`config.mk`:
```
export PLATFORM = sky130hd
export DESIGN_NAME = uart_autobaud
export DESIGN_NICKNAME = d
export VERILOG_FILES = /design/src/rtl/abd_pkg.sv /design/src/rtl/abd_fall_det.sv /design/src/rtl/abd_span_cnt.sv /design/src/rtl/abd_seq.sv /design/src/rtl/uart_autobaud.sv
export SDC_FILE = /design/constraint.sdc
export NUM_CORES = 1
export LEC_CHECK = 0
export ABC_AREA = 1
export BUFFER_PORTS_ARGS = -buffer_cell sky130_fd_sc_hd__buf_2
export CAP_MARGIN = 20
export CORE_MARGIN = 2
export CORE_UTILIZATION = 59
export CTS_CLUSTER_DIAMETER = 120
export DETAILED_ROUTE_END_ITERATION = 7
export MAX_ROUTING_LAYER = met4
export PLACE_DENSITY = 0.81
export SLEW_MARGIN = 20
export SYNTH_ARGS = -nofsm -noshare
export SYNTH_HDL_FRONTEND = slang
export SYNTH_SLANG_ARGS = --single-unit
```
`constraint.sdc`:
```
create_clock -name clk_i -period 3.05 [get_ports clk_i]
set_input_delay 0 -clock clk_i [delete_from_list [all_inputs] [get_ports clk_i]]
set_output_delay 0 -clock clk_i [all_outputs]
set_load 0.02 [all_outputs]
```
`src/rtl/abd_pkg.sv`:
```
package abd_pkg;
  typedef enum logic [1:0] {
    ABD_IDLE = 2'd0,
    ABD_WAIT = 2'd1,
    ABD_MEAS = 2'd2
  } abd_state_e;
endpackage

```
`src/rtl/abd_fall_det.sv`:
```
module abd_fall_det (
  input  logic clk_i,
  input  logic rst_ni,
  input  logic rx_i,
  output logic fall_o
);
  logic rx_q;

  always_ff @(posedge clk_i or negedge rst_ni) begin
    if (!rst_ni) rx_q <= 1'b1;
    else         rx_q <= rx_i;
  end

  assign fall_o = rx_q & ~rx_i;
endmodule

```
`src/rtl/abd_span_cnt.sv`:
```
module abd_span_cnt #(
  parameter int CNT_W = 11
) (
  input  logic             clk_i,
  input  logic             rst_ni,
  input  logic             tick_i,
  input  logic             clear_i,
  output logic [CNT_W-1:0] span_o,
  output logic             sat_o
);
  localparam logic [CNT_W-1:0] CNT_MAX = {CNT_W{1'b1}};

  logic [CNT_W-1:0] cnt_q, cnt_inc, cnt_d;

  always_comb begin
    cnt_inc = cnt_q;
    if (tick_i && (cnt_q != CNT_MAX)) cnt_inc = cnt_q + 1'b1;
    cnt_d = clear_i ? '0 : cnt_inc;
  end

  always_ff @(posedge clk_i or negedge rst_ni) begin
    if (!rst_ni) cnt_q <= '0;
    else         cnt_q <= cnt_d;
  end

  assign span_o = cnt_inc;
  assign sat_o  = (cnt_inc == CNT_MAX);

  // saturated counter holds its value
  a_r6_sat_hold: assert property (@(posedge clk_i) disable iff (!rst_ni)
    (cnt_q == CNT_MAX) && !clear_i |=> (cnt_q == CNT_MAX));
  // no tick, no advance
  a_r10_no_tick: assert property (@(posedge clk_i) disable iff (!rst_ni)
    !tick_i && !clear_i |=> $stable(cnt_q));
endmodule

```
`src/rtl/abd_seq.sv`:
```
module abd_seq
  import abd_pkg::*;
#(
  parameter int N_MEAS = 4
) (
  input  logic clk_i,
  input  logic rst_ni,
  input  logic start_i,
  input  logic fall_i,
  output logic busy_o,
  output logic timing_o,
  output logic meas_o,
  output logic last_o
);
  localparam int EC_W = (N_MEAS > 1) ? $clog2(N_MEAS) : 1;
  localparam logic [EC_W-1:0] EC_LAST = EC_W'(N_MEAS - 1);

  abd_state_e      st_q, st_d;
  logic [EC_W-1:0] ec_q, ec_d;

  always_comb begin
    st_d   = st_q;
    ec_d   = ec_q;
    meas_o = 1'b0;
    last_o = 1'b0;
    case (st_q)
      ABD_IDLE: if (start_i) st_d = ABD_WAIT;
      ABD_WAIT: if (fall_i) begin
        st_d = ABD_MEAS;
        ec_d = '0;
      end
      ABD_MEAS: if (fall_i) begin
        meas_o = 1'b1;
        if (ec_q == EC_LAST) begin
          last_o = 1'b1;
          st_d   = ABD_IDLE;
        end else begin
          ec_d = ec_q + 1'b1;
        end
      end
      default: st_d = ABD_IDLE;
    endcase
  end

  always_ff @(posedge clk_i or negedge rst_ni) begin
    if (!rst_ni) begin
      st_q <= ABD_IDLE;
      ec_q <= '0;
    end else begin
      st_q <= st_d;
      ec_q <= ec_d;
    end
  end

  assign busy_o   = (st_q != ABD_IDLE);
  assign timing_o = (st_q == ABD_MEAS);

  // start from idle arms the detector
  a_r2_start_arms: assert property (@(posedge clk_i) disable iff (!rst_ni)
    !busy_o && start_i |=> busy_o);
endmodule

```
`src/rtl/uart_autobaud.sv`:
```
module uart_autobaud #(
  parameter int DIV_W  = 10,
  parameter int INTV_W = 9,
  parameter int N_MEAS = 4
) (
  input  logic              clk_i,
  input  logic              rst_ni,
  input  logic              rx_i,
  input  logic              tick_i,
  input  logic              start_i,
  input  logic              clr_done_i,
  input  logic              clr_err_i,
  input  logic              clr_intv_i,
  input  logic              irq_en_i,
  output logic              busy_o,
  output logic              done_o,
  output logic              err_o,
  output logic              irq_o,
  output logic [INTV_W-1:0] interval_o,
  output logic [DIV_W-1:0]  divider_o
);
  localparam int CNT_W = DIV_W + 1;
  localparam logic [DIV_W-1:0] INTV_LIM = DIV_W'((1 << INTV_W) - 1);

  // reset: asserted asynchronously, released on the clock
  logic [1:0] rsync_q;
  logic       rst_n;
  always_ff @(posedge clk_i or negedge rst_ni) begin
    if (!rst_ni) rsync_q <= 2'b00;
    else         rsync_q <= {rsync_q[0], 1'b1};
  end
  assign rst_n = rsync_q[1];

  logic             fall, timing, meas, last, sat;
  logic [CNT_W-1:0] span;
  logic [DIV_W-1:0] per_bit;
  logic [INTV_W-1:0] intv_val;

  abd_fall_det u_fall (
    .clk_i (clk_i), .rst_ni(rst_n), .rx_i(rx_i), .fall_o(fall)
  );

  abd_seq #(.N_MEAS(N_MEAS)) u_seq (
    .clk_i(clk_i), .rst_ni(rst_n), .start_i(start_i), .fall_i(fall),
    .busy_o(busy_o), .timing_o(timing), .meas_o(meas), .last_o(last)
  );

  abd_span_cnt #(.CNT_W(CNT_W)) u_cnt (
    .clk_i(clk_i), .rst_ni(rst_n), .tick_i(tick_i),
    .clear_i(fall | ~timing), .span_o(span), .sat_o(sat)
  );

  // average over two bits: halve, rounding down
  assign per_bit  = span[CNT_W-1:1];
  assign intv_val = (per_bit > INTV_LIM) ? INTV_LIM[INTV_W-1:0] : per_bit[INTV_W-1:0];

  logic              done_q, done_d, err_q, err_d;
  logic [INTV_W-1:0] intv_q, intv_d;
  logic [DIV_W-1:0]  div_q, div_d;

  always_comb begin
    done_d = done_q;
    err_d  = err_q;
    intv_d = intv_q;
    div_d  = div_q;
    if (meas)            done_d = 1'b1;
    else if (clr_done_i) done_d = 1'b0;
    if (meas && sat)                    err_d = 1'b1;
    else if (clr_done_i || clr_err_i)   err_d = 1'b0;
    if (meas)            intv_d = intv_val;
    else if (clr_intv_i) intv_d = '0;
    if (last)            div_d = per_bit;
  end

  always_ff @(posedge clk_i or negedge rst_n) begin
    if (!rst_n) begin
      done_q <= 1'b0;
      err_q  <= 1'b0;
      intv_q <= '0;
      div_q  <= '0;
    end else begin
      done_q <= done_d;
      err_q  <= err_d;
      intv_q <= intv_d;
      div_q  <= div_d;
    end
  end

  assign done_o     = done_q;
  assign err_o      = err_q;
  assign irq_o      = done_q & irq_en_i;
  assign interval_o = intv_q;
  assign divider_o  = div_q;

  // error never rises without completion
  a_r6_err_with_done: assert property (@(posedge clk_i) disable iff (!rst_n)
    $rose(err_q) |-> done_q);
  // completion only comes from an active detection
  a_r4_done_needs_busy: assert property (@(posedge clk_i) disable iff (!rst_n)
    $rose(done_q) |-> $past(busy_o));
  // divider moves only as detection ends
  a_r5_div_at_end: assert property (@(posedge clk_i) disable iff (!rst_n)
    !$stable(div_q) |-> $fell(busy_o));
  // lone interval clear takes effect
  a_r8_intv_clear: assert property (@(posedge clk_i) disable iff (!rst_n)
    clr_intv_i && !meas |=> (intv_q == '0));
endmodule

```
==> impl_metrics.tcl <==
set metrics [dict create \
    cts-root-buf "clkbuf_4" \
    arrival_ns 2.46 \
    netlist_instances 224 \
    skew_ns 0.01124 \
    slowest_delay_ns 0.41 \
    tightest_slew_ns 0.5841 \
    vias 1518 \
    hpwl_mm 2.614 \
    rrSetupSlack_ns 0.88 \
    powerDensity_nw_per_um2 656.8 \
    r2r-end "err_o$_DFFE_PN0P_" \
    netlist_area_um2 1823 \
    critPathMostFrequentCell "nand2_1" \
    worstSkewPairLatency_ns 0.34 \
    cell_internal_pwr_mw 0.8866 \
    grt_pass1_wl_mm 5.996 \
    cts_buffers 5 \
    initial_utilization_pct 60.71 \
    viasPerCell 5.111 \
    vdd_drop_max_mv 0.4618 \
    critical_path_class "reg2reg" \
    dr.pass1.iters 4 \
    row_count 20 \
    p_clk_share_pct 21.2 \
    power_frac_comb_pct 29.7 \
    final_net_count 274 \
    synth_fp_nets 235 \
    clock.fmax_mhz 461.9 \
    seqPwrFrac_pct 49.1 \
    clkTransAtPathRegs_ns 0.11 \
    dieArea_um2 3550 \
    postRouteAntennaNets 0 \
    core_area_um2 3003 \
    cts_setup_buffers 0 \
    finalHoldViolCount 0 \
    startpoint_type "register" \
    setup_tns_ns 0 \
    wirelength_mm 3.630 \
    grt_antenna_before_repair 0 \
    mostFrequentLayoutCell "nand2_1" \
    crit_fanout 11 \
    max-slew-margin-rel_pct 60.91 \
    fill_cells 245 \
    grt_pass1_vias 1346 \
    fp.dieH_um 59.59 \
    switchingPower_mw 0.5146 \
    gp_congestion 0.8237 \
    yosysSeqAreaShare_pct 53.60 \
    routedWlPerCell_um 12.22 \
    ff2ff_path_depth 13 \
    drt_iter0_markers 111 \
    synth_area_leaders "dfrtp_1, nand2_1, o21ai_0, inv_1, nor2_1" \
    synth_area_per_cell_um2 8.138 \
    io_pins 32 \
    status "completed" \
    swShare_pct 36.73 \
    cts.sink_count 39 \
    hold_class "in2reg" \
    area_delta_synth_final_pct 17.02 \
    utilization_pct 71.04 \
    ys_ff_latch 39 \
    die_w_um 59.59 \
    synth.distinct_cells 27 \
    drc 0 \
    hold_end "u_cnt.cnt_q[0]$_DFF_PN0_" \
    rsz0062_at_grt "no" \
    synth_top_area_share_pct 52.16 \
    finalCritPeriodShare_pct 70.99 \
    fin_crit_ns 2.165 \
    antenna_cells 0 \
    critical_path_required_ns 3.34 \
    groute.usage.overall_pct 23.97 \
    min_path_cells 3 \
    layout_common_cells "nand2_1, dfrtp_1, buf_2, inv_1, nor2_1" \
    drive_above_1_share_pct 18.18 \
    clockBufferDepth 2 \
    crit_chain "ha_1 -> inv_1 -> nor2_2 -> nand3_1 -> nand2_2 -> inv_2 -> nand2_1 -> nand2_1 -> inv_1 -> nand2_1 -> nor2_1 -> nand3_1 -> nand2_1" \
    cp_slowest_cell "dfrtp_1" \
    port_buffers 31 \
    worst_setup_path_end_kind "register" \
    htreeDepth 2 \
    yosysTopAreaCell "dfrtp_1" \
    power_leakage_nw 1.087 \
    grt_overflow_total 0 \
    yosysWarnings 0 \
    setup_viol_count_final 0 \
    hp-start "tick_i" \
    cts_tree "done" \
    slew_viol_final 0 \
    cts_resized 0 \
    r2r_start "u_cnt.cnt_q[0]$_DFF_PN0_" \
    grt_max_degree 38 \
    drv_cap 0 \
]
[registers in the layout, indices dropped and copies added (netlist names)]
name	flops
u_cnt.cnt_q	11
err_o	1
interval_o	9
u_seq.st_q	2
u_fall.rx_q	1
divider_o	10
u_seq.ec_q	2
rsync_q	2
done_o	1
[worst max-delay path by stage]
stage	from	end	slack, ns	cells past startpoint
global placement	u_cnt.cnt_q[0]$_DFF_PN0_	err_o$_DFFE_PN0P_	0.95	10
CTS	u_cnt.cnt_q[0]$_DFF_PN0_	err_o$_DFFE_PN0P_	0.88	13
detailed placement	u_cnt.cnt_q[0]$_DFF_PN0_	err_o$_DFFE_PN0P_	0.90	13
finish	u_cnt.cnt_q[0]$_DFF_PN0_	err_o$_DFFE_PN0P_	0.88	13
global route	u_cnt.cnt_q[0]$_DFF_PN0_	err_o$_DFFE_PN0P_	0.66	13
floorplan	u_cnt.cnt_q[0]$_DFF_PN0_	err_o$_DFFE_PN0P_	1.53	12
[critical path, delay by kind of cell (launching register included)]
| family | cells | cell delay, ns |
|---|---|---|
| and+or+nand+nor | 9 | 1.24 |
| buffers and inverters | 3 | 0.22 |
| DFF | 1 | 0.41 |
| adders and majority gates | 1 | 0.24 |
[final cells by class]
class                   instances  area, um2  share of cell area, %
clock inverters                 1      7.507                 0.3519
well taps                      33      41.29                  1.935
repair buffers                 38      222.7                  10.44
flip-flops and latches         39      977.2                  45.81
clock buffers                   7      65.06                  3.050
multi-input cells             151      714.4                  33.49
inverters                      28      105.1                  4.927
[what timing repair did]
action                                  4_1_cts  5_1_grt
hold endpoints to repair                      7        0
endpoints found under the setup margin        0        0
hold buffers                                  6        0
[power groups by stage]
stage	combinational (mW)	sequential [mW]	clock [mW]
after floorplan	0.234	0.748	0
after global placement	0.400	0.697	0
after detailed placement	0.410	0.696	0
after CTS	0.418	0.687	0.306
after global routing	0.473	0.700	0.321
final	0.416	0.689	0.297
[Yosys cell counts, drive strengths merged]
cell	count
a32o	1
nor2	27
nand2	61
clkbuf	3
buf	3
nand4	3
dfrtp	38
ha	2
inv	28
nand3	14
nor3	1
o31ai	1
conb	1
o21ai	22
dfstp	1
xnor2	2
a21oi	13
nand3b	1
o211ai	1
a21o	1
[layer usage]
metal | GRT usage (%) | vias to the layer above | wire length [um]
met5 | - | - | 0
met2 | 31.87 | 32 | 1580
met4 | 9.524 | 0 | 65
met3 | 5.240 | 6 | 170
met1 | 35.88 | 693 | 1813
li1 | - | 787 | -
[per-stage QoR]
step	area, um2	hold WS [ns]	setup slack, ns	power, mW	instances
2_1_floorplan	1823	-0.2956	1.529	0.9819	224
3_3_place_gp	2001	-0.2137	0.9505	1.097	283
3_5_place_dp	2001	-0.2134	0.9036	1.106	283
4_1_cts	2133	0.05510	0.8797	1.411	297
5_1_grt	2133	0.08617	0.6572	1.494	297
6_report	2133	0.07730	0.8849	1.401	297
[kinds of logic (layout without fill, tap and decap cells)]
kind of cell	count (synthesis)	in the layout	share of synthesized area (%)
other	1	1	0.2057
xor gates and xnor gates	2	2	0.9611
buffers and inverters	34	74	7.207
DFF	39	39	53.60
AOI/OAI and AO/OA	39	39	12.01
and+or+nand+nor	107	107	24.64
adders and majority gates	2	2	1.372
Power figures use the tool's default switching activity.
